`src/rtl/da_fir4.sv`:
```
module da_fir4 #(
  parameter int B  = 8,
  parameter int CW = 8,
  parameter int H0 = 45,
  parameter int H1 = -77,
  parameter int H2 = 101,
  parameter int H3 = -128
) (
  input  logic                  clk,
  input  logic                  rst_n,
  input  logic [B-1:0]          smp_in,
  input  logic                  smp_vld,
  output logic                  busy,
  output logic [B+CW+1:0]       y_out,
  output logic                  y_vld
);
  localparam int PW   = CW + 2;
  localparam int OW   = B + CW + 2;
  localparam int CNTW = (B > 2) ? $clog2(B) : 1;
  localparam logic signed [PW-1:0] C0 = PW'(H0);
  localparam logic signed [PW-1:0] C1 = PW'(H1);
  localparam logic signed [PW-1:0] C2 = PW'(H2);
  localparam logic signed [PW-1:0] C3 = PW'(H3);

  logic [B-1:0]           tap [4];
  logic [CNTW-1:0]        cnt;
  logic signed [PW-1:0]   hi;
  logic [B-1:0]           lo;
  logic signed [PW-1:0]   lut [8];
  logic [3:0]             addr;
  logic signed [PW-1:0]   ps;
  logic signed [PW:0]     sum;
  logic                   last;

  for (genvar g = 0; g < 8; g++) begin : g_lut
    assign lut[g] = (((g % 2) != 0) ? C0 : '0)
                  + ((((g / 2) % 2) != 0) ? C1 : '0)
                  + ((((g / 4) % 2) != 0) ? C2 : '0);
  end

  for (genvar k = 0; k < 4; k++) begin : g_addr
    assign addr[k] = tap[k][cnt];
  end

  assign ps   = addr[3] ? lut[addr[2:0]] + C3 : lut[addr[2:0]];
  assign last = (cnt == CNTW'(B - 1));
  assign sum  = {hi[PW-1], hi} + (last ? -{ps[PW-1], ps} : {ps[PW-1], ps});

  always_ff @(posedge clk) begin
    if (!rst_n) begin
      for (int k = 0; k < 4; k++) tap[k] <= '0;
      cnt   <= '0;
      hi    <= '0;
      lo    <= '0;
      busy  <= 1'b0;
      y_vld <= 1'b0;
      y_out <= '0;
    end else begin
      y_vld <= 1'b0;
      if (busy) begin
        hi <= sum[PW:1];
        lo <= {sum[0], lo[B-1:1]};
        if (last) begin
          busy  <= 1'b0;
          y_vld <= 1'b1;
          y_out <= OW'({sum[PW:1], sum[0], lo[B-1:1]});
        end else begin
          cnt <= cnt + 1'b1;
        end
      end else if (smp_vld) begin
        tap[0] <= smp_in;
        for (int k = 1; k < 4; k++) tap[k] <= tap[k-1];
        busy <= 1'b1;
        cnt  <= '0;
        hi   <= '0;
        lo   <= '0;
      end
    end
  end
endmodule

```
`config.mk`:
```
export PLATFORM = sky130hd
export DESIGN_NAME = da_fir4
export DESIGN_NICKNAME = d
export VERILOG_FILES = /design/src/rtl/da_fir4.sv
export SDC_FILE = /design/constraint.sdc
export NUM_CORES = 1
export LEC_CHECK = 0
export ABC_CLOCK_PERIOD_IN_PS = 4500
export BUFFER_PORTS_ARGS = -buffer_cell sky130_fd_sc_hd__buf_2
export CORE_ASPECT_RATIO = 1.1
export CORE_UTILIZATION = 40
export DETAILED_ROUTE_END_ITERATION = 6
export PLACE_DENSITY = 0.57
export SLEW_MARGIN = 20
export SYNTH_ARGS = -nofsm -noshare
export SYNTH_HDL_FRONTEND = slang
export SYNTH_SLANG_ARGS = --single-unit
```
`constraint.sdc`:
```
create_clock -name clk -period 4.5 [get_ports clk]
set_input_delay 0.45 -clock clk [delete_from_list [all_inputs] [get_ports clk]]
set_output_delay 0.45 -clock clk [all_outputs]
set_load 0.05 [all_outputs]
```
==> results summary <==
STA puts the critical path data arrival time at 4.49 ns. The slowest stage of the critical path belongs to the cell sky130_fd_sc_hd__mux4_2. The total area inside the core boundary comes to 0.009398 sq mm. Cells with a size suffix above 1 make up 22.30% of the layout. The tree is rooted in a sky130_fd_sc_hd__clkbuf_8. Counting the fill cells in the layout gives 881. The number of clock buffers inserted by TritonCTS is 9. The number of buffer and inverter instances along the worst setup path came out at 0. The detail route stage leaves a number of antenna-violating nets equal to 0.

The first-pass GRT wire length came out at 12920 um. The final-report setup violation count is 0. The vias after detailed routing came out at 2835. The tightest min-delay check is of the in2reg type. The initial antenna violation count was 0. The remaining max-slew budget at the tightest pin came out at 48.35%. The final count of hold timing violations came to 0. The number of rows in the core area came out at 37. The fraction of power consumed by combinational cells is 20.9%. Walking the worst path, the cells encountered are mux4_2 > mux2i_4 > ha_1 > xnor2_2 > ha_2 > nand2b_1 > nor2_2 > nand3_1 > o21ai_2 > xor2_1 > mux2i_1 > ha_1 > and2_1 > o21ai_0 > o31ai_1 > nor2_1 > xor2_2 > nand3b_4 > a31oi_2. The via-per-instance ratio came out at 5.136. The run finished with clean final reports. The net count of the mapped netlist came out at 425. The synthesis-to-finish area growth came out at 15.80%.

Clock tree synthesis found a total of 72 sinks. In this run the static leakage power is 1.839 nW. For this run, the leading register cell type out of synthesis is sky130_fd_sc_hd__dfxtp_1. The clock-pin slew reported for the worst setup and hold paths after clock tree synthesis came out at 0.08 ns.

The most numerous cell in the Yosys netlist is sky130_fd_sc_hd__dfxtp_1. The shortest period the worst path allows is 4.258 ns. The sum of routed wire length over all layers is 7550 um. In this design, the largest share of critical-path delay is due to adder cells. The synthesized netlist contains 53 unique library cells. The height of the chip came out at 105.4 um. The effective utilization at floorplan came out at 41.38%. The maximum achievable frequency came out at 0.2348 GHz.

For this design the ratio of total power to cell area is 347.8 mW/mm^2. The share of total power dissipated in the clock network is 32.3%. The CTS tree is yes. The number of iterations in the first detailed-routing pass is 4. The final cycle utilization of the critical path came out at 94.63%. Buffers placed on the I/O ports in this run total 30. The netlist area before placement came out at 0.003889 sq mm. The switching power as a share of total power came out at 28.59%. The worst path required time came out at 4.73 ns. By instance count, the cell type seen most on the critical path is sky130_fd_sc_hd__ha_1. The library cell with the largest summed area after synthesis is sky130_fd_sc_hd__edfxtp_1.

Across every metal layer, demand over resource in global routing totals 16.79%. The estimated wirelength of the detail-placed design came out at 5141 um. The share of the yosys chip area belonging to registers is 45.30%. The internal power summed over all cells came out at 1.118 mW. The path type of the worst setup path is reg2reg. The async set-reset flop share out of synthesis is 0%. The design draws 1.566 mW. The commonest cells after synthesis are sky130_fd_sc_hd__dfxtp_1, sky130_fd_sc_hd__nor2_1, sky130_fd_sc_hd__a21oi_1, sky130_fd_sc_hd__and2_1, sky130_fd_sc_hd__nand2_1. A synthesized cell averages 9.870 sq um. The later-pin clock latency in the skew report is 0.35 ns. The total net switching power came out at 447.7 uW. The top cell type's share of synthesized area came out at 24.71%.

The width of the die came out at 96.01 um. The synthesized design contains 72 register bits. The kind of start point of the critical path is a register. The total overflow left after global routing is 0. The initial DRC count came out at 164. The worst clock skew is 0.009339 ns. Counting flops with a built-in enable in the synthesized netlist gives 32.

Dividing the detail-routed wire length by the instance count gives 13.68 um. The gate count of the mapped netlist is 394. The largest net degree at the start of global routing came out at 36.

The final net count came out at 461. The top-level I/O count is 31. The transition time of the tightest slew-check pin came out at 0.7729 ns. Setup repair after global routing could not meet its margin everywhere. The relative contribution of sequential cells to total power is 46.7%. The pre-CTS setup slack came out at -0.02315 ns. The number of buffers on the longest clock path is 2. Of all nets on the critical path, the largest fanout is 5. The post-detailed-route DRC marker count came out at 0. The worst setup path is captured at a register. The via count of the first global-routing pass came out at 2698. The maximum level of the CTS H-tree came out at 3. The warning count from the yosys run is 0.

Across the run, the number of max-cap violations was 0. By area the synthesized netlist is led by sky130_fd_sc_hd__edfxtp_1, sky130_fd_sc_hd__dfxtp_1, sky130_fd_sc_hd__ha_1, sky130_fd_sc_hd__and2_1, sky130_fd_sc_hd__a21oi_1. The die outline area is 0.01012 sq mm.

Across all setup checks in the final design, the least slack found is 0.2418 ns. At the end of routability-driven placement, the weighted congestion stood at 0.7755. The maximum resistive drop on vdd came out at 0.0001555 V. The final count of pins violating max slew is 0. 0 antenna diodes ended up in the layout.

The largest single stage delay on the critical path is 0.55 ns.
[stage by stage]
step	hold slack, ns	instances	utilization (%)	cell area (sq um)	setup TNS [ns]
after global placement	0.4414	534	45.04	4233	0
after detailed placement	0.4430	534	45.04	4233	-0.02315
after global routing	0.3604	552	47.92	4503	-0.1319
final	0.3668	552	47.92	4503	0
after CTS	0.3490	550	47.17	4433	0
after floorplan	0.4275	394	-	3889	0
[power groups by stage]
stage	registers (mW)	logic, mW	clock network [mW]
after CTS	0.733	0.312	0.524
after global placement	0.747	0.304	0
after global routing	0.737	0.367	0.551
after detailed placement	0.748	0.308	0
after floorplan	0.744	0.237	0
final	0.732	0.328	0.506
[cells by family (layout without fill, tap and decap cells)]
| kind of cell | count (synthesis) | after routing | synth area share (%) |
|---|---|---|---|
| and+or+nand+nor | 160 | 160 | 21.49 |
| AOI/OAI and AO/OA | 73 | 73 | 11.20 |
| DFF | 72 | 72 | 45.30 |
| buffers and inverters | 34 | 75 | 3.571 |
| adders and majority gates | 20 | 20 | 6.628 |
| muxes | 18 | 18 | 7.979 |
| xor gates and xnor gates | 17 | 17 | 3.829 |
[timing repair]
item | in CTS | in global routing
pin swaps | 0 | 3
hold buffers | 0 | 0
resized for setup | 2 | 12
endpoints found under the hold margin | 0 | 0
setup endpoints to repair | 1 | 6
setup buffers | 0 | 2
[worst reg2reg max path, stage by stage (launching register included)]
cell	delay [ns]
sky130_fd_sc_hd__dfxtp_2	0.39
sky130_fd_sc_hd__mux4_2	0.55
sky130_fd_sc_hd__mux2i_4	0.26
sky130_fd_sc_hd__ha_1	0.32
sky130_fd_sc_hd__xnor2_2	0.21
sky130_fd_sc_hd__ha_2	0.22
sky130_fd_sc_hd__nand2b_1	0.09
sky130_fd_sc_hd__nor2_2	0.11
sky130_fd_sc_hd__nand3_1	0.12
sky130_fd_sc_hd__o21ai_2	0.14
sky130_fd_sc_hd__xor2_1	0.15
sky130_fd_sc_hd__mux2i_1	0.09
sky130_fd_sc_hd__ha_1	0.38
sky130_fd_sc_hd__and2_1	0.20
sky130_fd_sc_hd__o21ai_0	0.15
sky130_fd_sc_hd__o31ai_1	0.10
sky130_fd_sc_hd__nor2_1	0.19
sky130_fd_sc_hd__xor2_2	0.23
sky130_fd_sc_hd__nand3b_4	0.17
sky130_fd_sc_hd__a31oi_2	0.07
[sequential cells by signal, summed over array words and instances (netlist names)]
signal,flops
lo,7
hi,10
cnt,3
y_vld,1
busy,1
y_out,18
tap,32
[layout make-up]
cell class	count	area [sq um]	share of cell area, %
clock buffers	10	127.6	2.834
repair buffers	49	305.3	6.780
inverters	10	37.54	0.8336
clock inverters	6	67.56	1.500
flip-flops and latches	72	1767	39.23
multi-input cells	288	2052	45.57
well taps	117	146.4	3.251
[placed cells by master, fill, tap and decap left out, drive strengths merged, types with 2 or more instances in the layout]
| cell type | count |
|---|---|
| buf | 49 |
| dfxtp | 40 |
| nor2 | 39 |
| a21oi | 38 |
| nand2 | 34 |
| and2 | 34 |
| edfxtp | 32 |
| ha | 19 |
| and3 | 15 |
| nand3 | 13 |
| xnor2 | 13 |
| clkbuf | 10 |
| inv | 10 |
| o21ai | 10 |
| mux2i | 9 |
| mux4 | 8 |
| o211ai | 5 |
| nor3 | 5 |
| nand4b | 4 |
| xor2 | 4 |
| nand2b | 3 |
| a211oi | 3 |
| clkinv | 3 |
| o21a | 2 |
| or2 | 2 |
| o31ai | 2 |
| a21o | 2 |
| o21bai | 2 |
| a22oi | 2 |
| a31o | 2 |
| nand4 | 2 |
| clkinvlp | 2 |
| a31oi | 2 |
| nand3b | 2 |
[routing by layer]
| layer | part of all wire [%] | GRT usage [%] |
|---|---|---|
| met4 | 2.5 | 7.036 |
| met1 | 50 | 23.13 |
| met5 | 0 | 0 |
| met3 | 3.5 | 4.185 |
| met2 | 44 | 24.82 |
[worst paths after layout]
path / to / depth (start not counted) / startpoint / slack [ns]
worst max-delay path: hi[9] / 19 / cnt[2] / 0.24
worst max register to register: hi[9] / 19 / cnt[2] / 0.24
worst min register to register: y_out[1] / 2 / y_out[1] / 0.45
worst min-delay path: tap[0][7] / 2 / smp_in[7] / 0.37
(Power assumes the default switching activity.)
